## config.mk

```make
export PLATFORM = sky130hd
export DESIGN_NAME = crc4_mf_tracker
export DESIGN_NICKNAME = d
export VERILOG_FILES = /design/src/rtl/crc4_mf_pkg.sv /design/src/rtl/crc4_mf_align.sv /design/src/rtl/crc4_ebit_track.sv /design/src/rtl/crc4_mf_tracker.sv
export SDC_FILE = /design/constraint.sdc
export NUM_CORES = 1
export LEC_CHECK = 0
export ABC_AREA = 1
export BUFFER_PORTS_ARGS = -buffer_cell sky130_fd_sc_hd__buf_4
export CAP_MARGIN = 20
export CORE_MARGIN = 1.5
export CORE_UTILIZATION = 55
export CTS_BUF_LIST = sky130_fd_sc_hd__clkbuf_4
export DETAILED_ROUTE_END_ITERATION = 10
export PLACE_DENSITY_LB_ADDON = 0.08
export SETUP_SLACK_MARGIN = 0.02
export SLEW_MARGIN = 15
export SYNTH_ARGS = -nofsm -noshare
export SYNTH_HDL_FRONTEND = slang
export SYNTH_HIERARCHICAL = 1
export SYNTH_SLANG_ARGS = --single-unit
```

## constraint.sdc

```tcl
create_clock -name clk -period 2 [get_ports clk]
set_input_delay 0.1 -clock clk [delete_from_list [all_inputs] [get_ports clk]]
set_output_delay 0.1 -clock clk [all_outputs]
set_load 0.02 [all_outputs]
```

## src/rtl/crc4_mf_pkg.sv

```systemverilog
package crc4_mf_pkg;
    typedef enum logic [1:0] {
        MF_HUNT    = 2'd0,
        MF_CONFIRM = 2'd1,
        MF_LOCKED  = 2'd2
    } mf_state_t;
endpackage

```

## src/rtl/crc4_mf_align.sv

```systemverilog
module crc4_mf_align
    import crc4_mf_pkg::*;
#(
    parameter int WORD_LEN = 6,
    parameter logic [WORD_LEN-1:0] ALIGN_WORD = 6'b001011,
    parameter int MF_LEN = 16,
    parameter int WORD_END = 11,
    localparam int FW = $clog2(MF_LEN)
) (
    input  logic          clk,
    input  logic          rst_n,
    input  logic          frame_stb,
    input  logic          nfas_phase,
    input  logic          ts0_b1,
    input  logic          bfa_lost,
    output logic          locked,
    output logic [FW-1:0] frame_num,
    output logic          frame_valid
);
    localparam logic [FW-1:0] LAST_F = FW'(MF_LEN - 1);
    localparam logic [FW-1:0] END_F  = FW'(WORD_END);

    mf_state_t state_q, state_d;
    logic [WORD_LEN-1:0] word_q, word_d;
    logic [FW-1:0] frame_q;
    logic hit, at_end;

    // window of the last odd-frame bits
    always_comb begin
        word_d = word_q;
        if (frame_stb && nfas_phase)
            word_d = {word_q[WORD_LEN-2:0], ts0_b1};
        hit = frame_stb && nfas_phase && (word_d == ALIGN_WORD);
    end

    // number of the frame being strobed now
    always_comb begin
        if (state_q == MF_HUNT)
            frame_num = END_F;
        else if (frame_q == LAST_F)
            frame_num = '0;
        else
            frame_num = frame_q + 1'b1;
        at_end = (frame_num == END_F);
    end

    // next state
    always_comb begin
        state_d = state_q;
        if (bfa_lost) begin
            state_d = MF_HUNT;
        end else begin
            unique case (state_q)
                MF_HUNT:    if (hit) state_d = MF_CONFIRM;
                MF_CONFIRM: if (frame_stb && at_end)
                                state_d = hit ? MF_LOCKED : MF_HUNT;
                MF_LOCKED:  state_d = MF_LOCKED;
                default:    state_d = MF_HUNT;
            endcase
        end
    end

    // state register
    always_ff @(posedge clk) begin
        if (!rst_n) begin
            state_q <= MF_HUNT;
            word_q  <= '0;
            frame_q <= '0;
        end else begin
            state_q <= state_d;
            word_q  <= word_d;
            if (frame_stb && (state_q != MF_HUNT || hit))
                frame_q <= frame_num;
        end
    end

    // outputs
    always_comb begin
        locked      = (state_q == MF_LOCKED);
        frame_valid = frame_stb && (state_q == MF_LOCKED) && !bfa_lost;
    end


    bsync_drop_chk: assert property (@(posedge clk) disable iff (!rst_n)
        bfa_lost |=> (state_q == MF_HUNT));


    lock_at_word_end_chk: assert property (@(posedge clk) disable iff (!rst_n)
        (locked && !$past(locked)) |-> (frame_q == END_F && $past(frame_stb)));


    lock_hold_chk: assert property (@(posedge clk) disable iff (!rst_n)
        (locked && !bfa_lost) |=> locked);
endmodule

```

## src/rtl/crc4_ebit_track.sv

```systemverilog
module crc4_ebit_track #(
    parameter int MF_LEN = 16,
    parameter int E1_FRAME = 13,
    parameter int E2_FRAME = 15,
    localparam int FW = $clog2(MF_LEN)
) (
    input  logic          clk,
    input  logic          rst_n,
    input  logic          locked,
    input  logic          frame_valid,
    input  logic [FW-1:0] frame_num,
    input  logic          ts0_b1,
    input  logic          rai_a,
    output logic          reb1_q,
    output logic          reb2_q,
    output logic          rcrcr_q,
    output logic          mf_pulse
);
    localparam logic [FW-1:0] E1_F   = FW'(E1_FRAME);
    localparam logic [FW-1:0] E2_F   = FW'(E2_FRAME);
    localparam logic [FW-1:0] LAST_F = FW'(MF_LEN - 1);

    logic e1_now, e2_now;

    always_comb begin
        e1_now = (frame_num == E1_F) ? ts0_b1 : reb1_q;
        e2_now = (frame_num == E2_F) ? ts0_b1 : reb2_q;
    end

    always_ff @(posedge clk) begin
        if (!rst_n) begin
            reb1_q   <= 1'b1;
            reb2_q   <= 1'b1;
            rcrcr_q  <= 1'b0;
            mf_pulse <= 1'b0;
        end else begin
            mf_pulse <= 1'b0;
            if (!locked) begin
                reb1_q  <= 1'b1;
                reb2_q  <= 1'b1;
                rcrcr_q <= 1'b0;
            end else if (frame_valid) begin
                reb1_q <= e1_now;
                reb2_q <= e2_now;
                if (frame_num == LAST_F) begin
                    rcrcr_q  <= rai_a & ~(e1_now & e2_now);
                    mf_pulse <= 1'b1;
                end
            end
        end
    end


    mf_pulse_single_chk: assert property (@(posedge clk) disable iff (!rst_n)
        mf_pulse |=> !mf_pulse);


    rcrcr_update_chk: assert property (@(posedge clk) disable iff (!rst_n)
        !$stable(rcrcr_q) |-> ($past(frame_valid && frame_num == LAST_F) || $past(!locked)));
endmodule

```

## src/rtl/crc4_mf_tracker.sv

```systemverilog
module crc4_mf_tracker #(
    parameter int WORD_LEN = 6,
    parameter logic [WORD_LEN-1:0] ALIGN_WORD = 6'b001011,
    parameter int MF_LEN = 16,
    parameter int WORD_END = 11,
    parameter int E1_FRAME = 13,
    parameter int E2_FRAME = 15
) (
    input  logic clk,
    input  logic rst_n,
    input  logic frame_stb,
    input  logic nfas_phase,
    input  logic ts0_b1,
    input  logic rai_a,
    input  logic bfa_lost,
    output logic mfa_lost,
    output logic e1_stat,
    output logic e2_stat,
    output logic rem_crc_rai,
    output logic mf_end
);
    localparam int FW = $clog2(MF_LEN);

    logic          locked, frame_valid;
    logic [FW-1:0] frame_num;
    logic          reb1_q, reb2_q, rcrcr_q, mf_pulse;

    crc4_mf_align #(
        .WORD_LEN(WORD_LEN), .ALIGN_WORD(ALIGN_WORD),
        .MF_LEN(MF_LEN), .WORD_END(WORD_END)
    ) u_align (
        .clk(clk), .rst_n(rst_n), .frame_stb(frame_stb),
        .nfas_phase(nfas_phase), .ts0_b1(ts0_b1), .bfa_lost(bfa_lost),
        .locked(locked), .frame_num(frame_num), .frame_valid(frame_valid)
    );

    crc4_ebit_track #(
        .MF_LEN(MF_LEN), .E1_FRAME(E1_FRAME), .E2_FRAME(E2_FRAME)
    ) u_ebit (
        .clk(clk), .rst_n(rst_n), .locked(locked), .frame_valid(frame_valid),
        .frame_num(frame_num), .ts0_b1(ts0_b1), .rai_a(rai_a),
        .reb1_q(reb1_q), .reb2_q(reb2_q), .rcrcr_q(rcrcr_q), .mf_pulse(mf_pulse)
    );

    always_comb begin
        mfa_lost    = bfa_lost | ~locked;
        e1_stat     = mfa_lost | reb1_q;
        e2_stat     = mfa_lost | reb2_q;
        rem_crc_rai = ~mfa_lost & rcrcr_q;
        mf_end      = mf_pulse;
    end


    mf_end_locked_chk: assert property (@(posedge clk) disable iff (!rst_n)
        mf_end |-> $past(locked));
endmodule

```

; ---- Word-level counts from Yosys, hierarchy flattened
; Cells that the tools add are included.
[totals]
n_memories = 0
mem_bits_rw = 0
register_bits = 16
romBits = 0
latch_bits = 0
[classes]
n_shift = 0
n_bitwise = 10
n_mul = 0
n_addsub = 1
reduce_logical = 15
order_cmp = 0
eq_ne = 9
mux = 10
div_mod_pow = 0
[ops]
columns = cell, count
row1 = $eq 4x4->1 const B, 4
row2 = $mux 4, 2
row3 = $eq 6x4->1 const B, 1
row4 = $logic_and 1x1->1, 6
row5 = $mux 2, 3
row6 = $mux 6, 1
row7 = $pmux 2 s3, 1
row8 = $reduce_and 2->1, 3
row9 = $add 4x1->4 const B, 1
row10 = $ne 2x1->1 const B, 2
row11 = $not 1->1, 4
row12 = $and 1x1->1, 3
row13 = $mux 1, 3
row14 = $or 1x1->1, 3
row15 = $reduce_and 3->1, 1
row16 = $eq 2x1->1 const B, 1
row17 = $eq 2x2->1 const B, 1
row18 = $logic_not 2->1, 1
row19 = $reduce_bool 2->1, 1
row20 = $reduce_or 2->1, 1
row21 = $logic_not 1->1, 1
row22 = $logic_or 1x1->1, 1

; ---- Logic depth before layout (Yosys ltp)
; Gate-level depths: netlist (run 1).
[depth]
depth_word = 8
mapped_depth = 13
mapped_depth_nobuf = 13

; ---- Cells and area by module
; Netlist (run 1), hierarchy kept.
[modules_own_cells]
columns = mod, area_each_um2, cells_each, instances, seq_area_each_um2
row1 = crc4_mf_align, 685.7, 103, 1, 240.2
row2 = crc4_ebit_track, 215.2, 33, 1, 80.1
row3 = crc4_mf_tracker, 35.0, 6, 1, 0.0

; ---- Least setup slack after synthesis (run 1)
; OpenSTA, ideal clock, no wires.
[synth_path]
path_kind = register to register
startpoint = register u_align.frame_q[0]
endpoint = register u_ebit.rcrcr_q
required_time_ns = 1.885
t_arrival_ns = 1.329
n_path_buf = 0
path_stages_with_launch = 12
setup_time_ns = 0.115
path_slack_ns = 0.555
path_cell_list = dfxtp_1 ha_1 nand2_1 o21ai_0 nor2_1 nand2_2 nor2_2 nand2_1 nand2_1 nand2_1 nand2_1 a21oi_2
[synth_between]
elab_chain_len = 8
word_cells_on_any_way = 12
classes_between = add/sub (1) / eq/ne (3) / mux (4) / bitwise (3) / reduce/logical (1)
[synth_lines]
columns = element, line_no
row1 = "start, declared", crc4_mf_align.sv:25  ; logic [FW-1:0] frame_q;
row2 = "start signal, assigned", crc4_mf_align.sv:73  ; frame_q <= frame_num;
row3 = $add 4x1->4 or $eq 4x4->1 (tied branches), "crc4_mf_align.sv:43, crc4_mf_align.sv:40"
row4 = $mux 4 *, crc4_mf_align.sv:40  ; else if (frame_q == LAST_F)
row5 = $mux 4 *, crc4_mf_align.sv:38  ; if (state_q == MF_HUNT)
row6 = net frame_num[2], crc4_mf_tracker.sv:25  ; logic [FW-1:0] frame_num;
row7 = $eq 4x4->1 (on tied branches), "crc4_ebit_track.sv:26, crc4_ebit_track.sv:27, crc4_ebit_track.sv:45"
row8 = $mux 1 (on tied branches), "crc4_ebit_track.sv:26, crc4_ebit_track.sv:27"
row9 = $and 1x1->1, crc4_ebit_track.sv:46  ; rcrcr_q <= rai_a & ~(e1_now & e2_now);
row10 = $not 1->1, crc4_ebit_track.sv:46
row11 = $and 1x1->1, crc4_ebit_track.sv:46
row12 = "end signal, assigned", crc4_ebit_track.sv:46
row13 = "end, declared", crc4_ebit_track.sv:16  ; output logic rcrcr_q,
; The timed path passes the listed nets; every way through them passes the cells marked *.
; A chain may end at the register's enable or synchronous reset.

; ---- Final worst setup path (run 1)
; Ends and elaborated chain as after synthesis.

==> qor.csv, run 1 <==
stage,metric,value,unit
outcome,status,finished clean,
synthesis,synth_top_area_share,34.2,%
routing,vias_per_cell,5.22,
setup_path,worstPathArrival,1.86,ns
finish,utilization,68.3,%
sta,skew,0.00139,ns
sta,drv_slew,0,
pwr,intPower,0.000416,W
die,ios,12,
clock_network,clock-root-buffer,clkbuf_4,
synthesis,ys_ff_latch,16,
clock_network,cts_hold_buffers,0,
sta,tightestPinTransition,0.361,ns
global_route,gr-total-overflow,0,
routing,drt-total-wl,1970,µm
placed_design,gp_congestion,0.906,
pwr,seq_power_share,59.2,%
global_route,grt_usage,22.1,%
die,die_w,44.3,µm
routing,wl_per_cell,11.4,µm
finish,final_common_cell,nand2_1,
global_route,grt_pass1_vias,776,
sta,fmax,600,MHz
routing,drt_iter0_markers,27,
synthesis,ys_types,23,
setup_path,crit_type,flop to flop,
synthesis,yosysTopAreaCell,dfxtp_1,
setup_path,cp_max_fo,4,
sta,hold_viol,0,
clock_network,numCtsBuffers,3,
clock_network,cts_resized,0,
pwr,p_leak,0.464,nW
placed_design,portBuffers,11,
pwr,switching_share,24.9,%
clock_network,cts_setup_buffers,0,
finish,final_layout_size_suffix_gt1_share,23.1,%
sta,tns,0,ns
sta,fin_crit_sh,83.4,%
setup_path,critPathLaunchType,flop,
die,coreArea,1540,µm²
routing,antenna_left,0,
pwr,power_density,526,nW/µm²
synthesis,yosys_warnings,6,
clock_network,clock_sinks,16,
synthesis,synth.area.top_cells,"dfxtp_1 (34%), nand2_1 (13%), inv_1 (9.6%)",
setup_path,end_kind,flop,
finish,final_cell_mix,"nand2_1 (32), inv_1 (24), nor2_1 (17), dfxtp_1 (16), nand3_1 (13)",
pwr,switchingPower,0.000138,W
sta,setup-violations-final,0,
finish,fin_cells,172,
synthesis,syn_area,936,µm²
flow_run,cap_violations,0,
synthesis,yosysSeqAreaShare,34.2,%
clock_network,cts_tree,done,
clock_network,clkTransAtPathRegs,0.10,ns
sta,rsz0062_at_grt,no,
finish,n_antenna_cell,0,
clock_network,cts_buffer_depth,2,
synthesis,syn_inst,142,
sta,slew_headroom,75.8,%
pwr,ir_drop,0.412,mV
die,start_util,60.7,%
routing,dr.pass1.iters,4,
clock_network,cts_max_level,1,
global_route,grt_max_degree,10,
min_path,hold_path_class,primary input to flop,
global_route,antenna_found_initial,0,
placed_design,detailed_place_hpwl,1510,µm
pwr,p_clk_share,32.0,%
die,die-area,1960,µm²
synthesis,syn_nets,150,
routing,num_vias,898,
die,die_y,44.3,µm
clock_network,clkLatencyLatePin,0.28,ns
finish,nets,165,
finish,n_fill_cell,147,
placed_design,dp_cells,168,
synthesis,syn_area_per_cell,6.59,µm²
global_route,grt_pass1_wl,3210,µm
die,placementRows,14,
setup_path,required,2.19,ns
sta,fin_crit,1.67,ns
finish,area_growth,12.6,%
pwr,p_comb_share,8.8,%
routing,drc,0,
-- final cells by class --
class / count / area [µm²] / area share [%]
clock buffer: 3 / 22.5 / 2.14
inverter: 27 / 103 / 9.74
timing repair buffer: 11 / 82.6 / 7.84
clock inverter: 1 / 3.75 / 0.356
sequential: 16 / 320 / 30.4
multi-input combinational: 98 / 502 / 47.6
tap: 16 / 20.0 / 1.90
-- final timing paths --
check,startpoint,end,slack (ns),depth (start not counted)
worst max-delay path,u_align/frame_q[0]$_SDFFE_PN0P_,u_ebit/rcrcr_q$_SDFFE_PN0P_,0.33,11
worst min-delay path,ts0_b1,u_ebit/reb2_q$_SDFFE_PN1P_,0.04,3
worst max register to register,u_align/frame_q[0]$_SDFFE_PN0P_,u_ebit/rcrcr_q$_SDFFE_PN0P_,0.33,11
worst min register to register,u_align/word_q[3]$_SDFF_PN0_,u_align/word_q[4]$_SDFF_PN0_,0.47,2
-- cell usage after synthesis --
| master | n |
|---|---|
| nand2_4 | 1 |
| o21ai_0 | 3 |
| nand2_1 | 32 |
| o21ai_2 | 3 |
| a211oi_1 | 2 |
| ha_1 | 1 |
| inv_2 | 2 |
| nand3_1 | 13 |
| dfxtp_1 | 16 |
| inv_1 | 24 |
| or2_2 | 1 |
| nor2_2 | 3 |
| nor2_1 | 17 |
| buf_6 | 1 |
| nand2_2 | 5 |
| clkinv_2 | 1 |
| nand3b_1 | 2 |
| o31ai_1 | 1 |
| nor3_1 | 1 |
| nand3_2 | 1 |
| o21ai_1 | 1 |
| a21oi_2 | 5 |
| a21oi_1 | 6 |
-- routing by layer --
metal  vias to the layer above  GRT usage (%)  wire, µm
met1                       405           28.4       918
met5                         -              0         0
met4                         0           9.09        14
li1                        470              -         -
met3                         2           3.67        74
met2                        21           36.8       961
-- flip-flops by register name (all words and copies together), names as in the netlist --
| signal | flops |
|---|---|
| u_align/frame_q | 4 |
| u_align/state_q | 2 |
| u_align/word_q | 6 |
| u_ebit/mf_pulse | 1 |
| u_ebit/rcrcr_q | 1 |
| u_ebit/reb1_q | 1 |
| u_ebit/reb2_q | 1 |
-- power by group through the flow --
stage / registers, W / logic (W) / clock network (W)
final: 0.000328 / 0.0000488 / 0.000178
after global routing: 0.000329 / 0.0000545 / 0.000197
after CTS: 0.000328 / 0.0000485 / 0.000183
after detailed placement: 0.000335 / 0.0000483 / 0
after global placement: 0.000335 / 0.0000476 / 0
after floorplan: 0.000335 / 0.0000314 / 0
-- cell families after synthesis --
kind of cell / Yosys count / synth area share [%]
AO/OA/AOI/OAI: 21 / 15.2
adder cells (fa/ha/maj): 1 / 1.34
buffers and inverters: 28 / 12.2
flip-flops: 16 / 34.2
AND/OR/NAND/NOR: 76 / 37.0
-- worst max-delay path, cell delays in order, from the launching register on --
cell and delay, ns:
dfxtp_1 0.35, ha_1 0.23, nand2_1 0.14, o21ai_0 0.12, nor2_1 0.16, nand2_2 0.10
nor2_2 0.15, nand2_1 0.07, nand2_1 0.06, nand2_1 0.05, nand2_1 0.08, a21oi_2 0.05
-- stage by stage --
stage	total power [W]	area, µm²	hold WS [ns]	setup slack, ns
final	0.000554	1050	0.0429	0.332
after global routing	0.000580	1050	0.0457	0.242
after CTS	0.000560	1050	0.0414	0.379
after detailed placement	0.000384	1030	0.347	0.411
after global placement	0.000383	1030	0.344	0.459
after floorplan	0.000366	936	0.213	0.555
Power figures use the tool's default switching activity.
==> run 2, diff against run 1 <==
ABC_AREA = 0   (was 1)
clock period = 1.7 ns   (was 2 ns; I/O delays follow)
==> qor.csv, run 2 <==
stage,metric,value,unit
global_route,gr-total-overflow,0,
placed_design,gp_congestion,0.793,
synthesis,synth_commonest_cells,"dfxtp_1 (15), nand3_1 (9), nand2_1 (7)",
finish,reg_top3,"u_align/word_q x5, u_align/frame_q x4, u_align/state_q x2",
pwr,p_clk_share,35.1,%
flow_run,cap_violations,0,
routing,num_vias,830,
clock_network,numCtsBuffers,3,
setup_path,crit_type,flop to flop,
routing,drt_iter0_markers,17,
finish,largest_register,u_align/word_q,
routing,drt-total-wl,2180,µm
setup_path,worst-r2r-cell-count,7,
finish,nets,134,
global_route,antenna_found_initial,0,
sta,fin_crit,2.07,ns
synthesis,synth_top_area_share,35.5,%
global_route,grt_pass1_vias,796,
setup_path,critPathLaunchType,flop,
die,die-area,1780,µm²
setup_path,end_kind,flop,
sta,fin_crit_sh,122,%
pwr,p_comb_share,6.0,%
min_path,min_to,u_ebit/reb2_q$_SDFFE_PN1P_,
placed_design,detailed_place_hpwl,1490,µm
synthesis,yosysTopAreaCell,dfxtp_1,
synthesis,syn_nets,99,
pwr,ir_drop,0.565,mV
pwr,switchingPower,0.000144,W
setup_path,r2r_slack,-0.37,ns
finish,utilization,87.2,%
global_route,grt_usage,26.3,%
outcome,status,"finished, violations left",
synthesis,ys_ff_latch,15,
synthesis,synth_edf_count,0,
clock_network,clock-root-buffer,clkbuf_4,
sta,rsz0062_at_grt,yes,
sta,skew,0.00609,ns
die,placementRows,13,
sta,drv_slew,0,
clock_network,cts_tree,done,
finish,area_growth,40.6,%
synthesis,synthFlopType,dfxtp_1,
setup_path,r2r_end,u_ebit/rcrcr_q$_SDFFE_PN0P_,
die,die_w,42.2,µm
routing,dr.pass1.iters,4,
setup_path,rr_startpoint,u_align/frame_q[1]$_SDFFE_PN0P_,
synthesis,yosysSeqAreaShare,35.5,%
die,coreArea,1370,µm²
clock_network,cts_hold_buffers,0,
placed_design,portBuffers,11,
synthesis,syn_area,847,µm²
setup_path,required,1.93,ns
die,die_y,42.2,µm
sta,slew_headroom,64.3,%
synthesis,synthArstFlopShare,0,%
pwr,p_leak,0.462,nW
synthesis,synth.area.top_cells,"dfxtp_1 (35%), nand3_1 (5.3%), a21boi_0 (5.3%)",
pwr,intPower,0.000451,W
sta,setup-violations-final,4,
routing,vias_per_cell,5.93,
clock_network,clkLatencyLatePin,0.28,ns
die,start_util,62.0,%
die,ios,12,
pwr,power_density,500,nW/µm²
sta,tightestPinTransition,0.528,ns
sta,fmax,483,MHz
clock_network,cts_buffer_depth,2,
pwr,switching_share,24.2,%
finish,final_layout_size_suffix_gt1_share,48.8,%
finish,final_common_cell,buf_4,
finish,final_cell_mix,"buf_4 (32), dfxtp_1 (11), nand3_1 (9), nand2_1 (7), a21boi_0 (6)",
clock_network,clock_sinks,15,
routing,antenna_left,0,
sta,hold_viol,0,
finish,n_antenna_cell,0,
routing,wl_per_cell,15.6,µm
sta,fin_ws,-0.371,ns
clock_network,cts_max_level,1,
finish,largest_reg_flops,5,
pwr,seq_power_share,58.9,%
routing,drc,0,
clock_network,clkTransAtPathRegs,0.10,ns
outcome,violations,setup timing,
global_route,grt_pass1_wl,3580,µm
finish,fin_cells,140,
global_route,grt_max_degree,16,
synthesis,syn_inst,91,
min_path,hp-start,rst_n,
min_path,hold_path_class,primary input to flop,
synthesis,yosys_warnings,6,
synthesis,syn_area_per_cell,9.31,µm²
setup_path,cp_max_fo,4,
placed_design,dp_cells,132,
setup_path,worstPathArrival,2.30,ns
synthesis,ys_types,37,
min_path,hold_depth,2,
synthesis,yosysMostFrequentCell,dfxtp_1,
-- run 2: cell types whose count changed in the layout (fill, tap and decap cells not counted), moves of 4 or more --
| cell | previous run | this run |
|---|---|---|
| a21boi_0 | 0 | 6 |
| a21oi_1 | 6 | 0 |
| a21oi_2 | 5 | 0 |
| buf_4 | 11 | 32 |
| dfxtp_1 | 16 | 11 |
| inv_1 | 24 | 3 |
| nand2_1 | 32 | 7 |
| nand2_2 | 5 | 0 |
| nand3_1 | 13 | 9 |
| nor2_1 | 17 | 4 |
-- run 2: power by group through the flow --
stage                     Combinational, W  Clock, W  Sequential, W
final                            0.0000356  0.000209       0.000351
after global routing             0.0000396  0.000228       0.000351
after CTS                        0.0000355  0.000210       0.000352
after detailed placement         0.0000354         0       0.000362
after global placement           0.0000342         0       0.000362
after floorplan                  0.0000140         0       0.000362
-- run 2: critical path: stages (launching register included) --
cell and delay (ns):
dfxtp_4 0.37, and4b_1 0.21, a311o_1 0.29, or2_4 0.24, nand4b_1 0.11, mux2_4 0.33
a2111oi_4 0.34, a41o_1 0.13
-- run 2: cell type report --
type	count	area, µm²
clock buffer	3	22.5
clock inverter	1	5.00
sequential	15	310
inverter	3	11.3
multi-input combinational	69	561
tap	15	18.8
fill	76	175
timing repair buffer	34	263
-- run 2: metrics by stage --
step           area, µm²  power [W]  hold slack [ns]  setup TNS (ns)  setup slack [ns]
3_3_place_gp        1090   0.000396            0.367          -0.542            -0.301
2_1_floorplan        875   0.000376            0.170          -0.773            -0.361
5_1_grt             1190   0.000618           0.0887           -1.07            -0.451
4_1_cts             1150   0.000597           0.0793          -0.650            -0.378
6_report            1190   0.000595           0.0811          -0.780            -0.371
3_5_place_dp        1090   0.000397            0.374          -0.735            -0.391
-- run 2: worst max path at each step --
stage	slack, ns	startpoint	to	cells after the start
3_3_place_gp	-0.30	u_align/frame_q[1]$_SDFFE_PN0P_	u_ebit/rcrcr_q$_SDFFE_PN0P_	8
5_1_grt	-0.45	u_align/frame_q[1]$_SDFFE_PN0P_	u_ebit/rcrcr_q$_SDFFE_PN0P_	7
4_1_cts	-0.38	u_align/frame_q[0]$_SDFFE_PN0P_	u_ebit/rcrcr_q$_SDFFE_PN0P_	7
6_report	-0.37	u_align/frame_q[1]$_SDFFE_PN0P_	u_ebit/rcrcr_q$_SDFFE_PN0P_	7
3_5_place_dp	-0.39	u_align/frame_q[1]$_SDFFE_PN0P_	u_ebit/rcrcr_q$_SDFFE_PN0P_	8
2_1_floorplan	-0.36	u_align/frame_q[2]$_SDFFE_PN0P_	u_ebit/rcrcr_q$_SDFFE_PN0P_	8
-- run 2: logic make-up after synthesis --
group,count (synthesis),synth area share [%]
AO/OA/AOI/OAI,20,22.5
XOR/XNOR,1,1.03
AND/OR/NAND/NOR,44,32.3
multiplexers,3,4.14
buffers and inverters,7,3.10
adder cells (fa/ha/maj),1,1.48
flip-flops,15,35.5
-- run 2: routing by layer --
layer  track usage, %  part of all wire (%)  vias up  wire, µm
met5                0                     0        -         0
met4             9.38                   1.1        0        25
met3             3.02                   4.3        4        93
met2             44.9                    50       26      1100
met1             33.9                    44      386       967
li1                 -                     -      414         -
-- run 2: timing repair --
action | 4_1_cts | 5_1_grt
pin swaps | 5 | 7
resized for setup | 6 | 6
setup buffers | 1 | 3
gates cloned | 0 | 0
endpoints found under the setup margin | 3 | 6
==> run 3, diff against run 2 <==
CORE_MARGIN = 3   (was 1.5)
SYNTH_HIERARCHICAL = not set   (was 1)
==> qor.csv, run 3 <==
stage,metric,value,unit
outcome,status,finished clean,
min_path,hold_depth,2,
synthesis,synth_xor_area_share,1.10,%
setup_path,crit_buf_inv,1,
finish,area_growth,23.1,%
synthesis,syn_area,795,µm²
sta,hold_viol,0,
synthesis,yosysMostFrequentCell,dfxtp_1,
finish,final_common_cell,buf_4,
clock_network,clock_sinks,15,
pwr,power_density,613,nW/µm²
routing,wl_per_cell,14.0,µm
placed_design,detailed_place_hpwl,1200,µm
global_route,grt_pass1_vias,740,
clock_network,cts_hold_buffers,0,
clock_network,clock-root-buffer,clkbuf_4,
synthesis,synth_edf_count,0,
synthesis,syn_area_per_cell,9.03,µm²
finish,multi_input_area,485,µm²
finish,final_cell_mix,"buf_4 (18), dfxtp_1 (13), nand2_1 (10), a21boi_0 (7), nand3_1 (6)",
setup_path,cp_max_fo,4,
setup_path,worst-r2r-cell-count,5,
die,die-area,1940,µm²
pwr,p_leak,0.360,nW
finish,n_antenna_cell,0,
sta,fin_crit,1.64,ns
synthesis,synth.area.top_cells,"dfxtp_1 (38%), a21boi_0 (6.6%), nand2_1 (4.7%)",
global_route,antenna_found_initial,0,
synthesis,ys_types,36,
clock_network,numCtsBuffers,3,
setup_path,crit_type,flop to flop,
sta,slew_headroom,70.8,%
routing,vias_per_cell,5.88,
sta,fin_ws,0.0560,ns
synthesis,syn_inst,88,
routing,antenna_left,0,
pwr,ir_drop,0.426,mV
routing,num_vias,717,
setup_path,rr_startpoint,u_align.word_q[3]$_SDFF_PN0_,
clock_network,clkLatencyLatePin,0.28,ns
min_path,hold_path_class,primary input to flop,
die,die_w,44.0,µm
setup_path,cpLargestDelayFamily,simple AND/OR/NAND/NOR gates,
die,placementRows,13,
routing,drt-total-wl,1710,µm
placed_design,gp_congestion,0.795,
synthesis,synth_simple_gate_area_share,34.3,%
finish,largest_reg_flops,5,
sta,drv_slew,0,
die,ios,12,
placed_design,portBuffers,11,
sta,fmax,608,MHz
finish,seqCellArea,305,µm²
pwr,p_total,0.000600,W
setup_path,slowest_stage,or4b_1,
setup_path,path_cells,"or4b_1, o31ai_2, buf_4, a21boi_0, o21a_1",
finish,reg_top3,"u_align.word_q x5, u_align.frame_q x4, u_align.state_q x2",
flow_run,cap_violations,0,
clock_network,cts_buffer_depth,2,
global_route,grt_usage,20.3,%
synthesis,yosysSeqAreaShare,37.8,%
clock_network,cts_tree,done,
sta,rsz0062_at_grt,yes,
synthesis,yosysTopAreaCell,dfxtp_1,
placed_design,post_dp_cell_area,913,µm²
clock_network,cts_max_level,1,
synthesis,synthFlopType,dfxtp_1,
synthesis,synth_compound_area_share,20.9,%
synthesis,muxShareOfSynthArea,1.26,%
setup_path,end_kind,flop,
synthesis,ys_ff_latch,15,
finish,design_area,978,µm²
setup_path,worstPathArrival,1.82,ns
finish,final_layout_size_suffix_gt1_share,35.5,%
finish,n_fill_cell,113,
setup_path,max_stage_delay,0.53,ns
global_route,gr-total-overflow,0,
setup_path,r2r_end,u_align.frame_q[2]$_SDFFE_PN0P_,
sta,tightestPinTransition,0.436,ns
clock_network,clkTransAtPathRegs,0.09,ns
synthesis,synth_adder_area_share,1.57,%
setup_path,critPathLaunchType,flop,
synthesis,syn_nets,96,
sta,fin_crit_sh,96.7,%
synthesis,synth_top_family_by_area,simple AND/OR/NAND/NOR gates,
min_path,min_to,u_ebit.rcrcr_q$_SDFFE_PN0P_,
synthesis,yosys_warnings,0,
synthesis,synth_top_area_share,37.8,%
sta,skew,0.00380,ns
placed_design,dp_slack,0.0212,ns
global_route,grt_pass1_wl,2960,µm
routing,dr.pass1.iters,4,
global_route,grt_max_degree,13,
die,die_y,44.0,µm
finish,largest_register,u_align.word_q,
min_path,hp-start,rai_a,
synthesis,synthArstFlopShare,0,%
die,start_util,59.6,%
die,coreArea,1330,µm²
setup_path,r2r_slack,0.06,ns
routing,drc,0,
finish,nets,116,
setup_path,required,1.88,ns
synthesis,synth_commonest_cells,"dfxtp_1 (15), nand2_1 (10), a21boi_0 (7)",
sta,setup-violations-final,0,
routing,drt_iter0_markers,10,
run 3: cell types whose count changed in the layout (fill, tap and decap cells not counted), moves of 3 or more:
cell	before	now
nand3_1	9	6
nand2_1	7	10
buf_4	32	18
or2_4	3	0
run 3: cell families (layout without fill, tap and decap cells):
family / Yosys count / count (layout)
xor+xnor: 1 / 1
compound gates: 21 / 21
mux: 1 / 1
buf+inv: 4 / 23
flops: 15 / 15
simple gates: 45 / 45
fa+ha+maj: 1 / 1
run 3: worst max path at each step:
stage	startpoint	to	depth (start not counted)
final	u_align.word_q[3]$_SDFF_PN0_	u_align.frame_q[2]$_SDFFE_PN0P_	5
after global routing	u_align.word_q[3]$_SDFF_PN0_	u_align.frame_q[2]$_SDFFE_PN0P_	5
after CTS	u_align.state_q[1]$_SDFFE_PP0P_	e2_stat	3
after detailed placement	u_align.frame_q[0]$_SDFFE_PN0P_	u_align.state_q[0]$_SDFFE_PP0P_	5
after global placement	u_align.frame_q[0]$_SDFFE_PN0P_	u_align.state_q[0]$_SDFFE_PP0P_	5
after floorplan	u_align.state_q[1]$_SDFFE_PP0P_	u_ebit.reb2_q$_SDFFE_PN1P_	5
run 3: per-stage QoR:
step	cells	setup TNS, ns	hold WS [ns]	utilization (%)
3_5_place_dp	116	0	0.313	68.5
4_1_cts	120	0	0.0163	71.1
5_1_grt	122	-0.0180	0.0219	73.4
3_3_place_gp	116	0	0.306	68.5
2_1_floorplan	88	0	0.220	-
6_report	122	0	0.0222	73.4
run 3: routing by layer:
metal,share of wire [%],routed length (µm),global-route usage [%]
met1,44,761,23.3
met2,50,852,35.5
met3,4.2,72,2.90
met4,1.6,27,11.4
met5,0,0,0
run 3: what timing repair did:
item | in CTS | in global routing
pin swaps | 0 | 4
cloned | 0 | 0
gates resized for setup | 1 | 6
buffers inserted | 0 | 2
setup endpoints to repair | 2 | 8
run 3: layout make-up:
type	count	share of cell area [%]
Clock buffer	4	3.07
Inverter	1	0.384
Multi-Input combinational cell	69	49.6
Tap cell	15	1.92
Sequential cell	15	31.2
Timing Repair Buffer	18	13.8
run 3: power breakdown:
part           switching (W)  internal (W)
logic              0.0000166     0.0000138
registers         0.00000138      0.000351
clock network       0.000110      0.000107
total               0.000128      0.000472
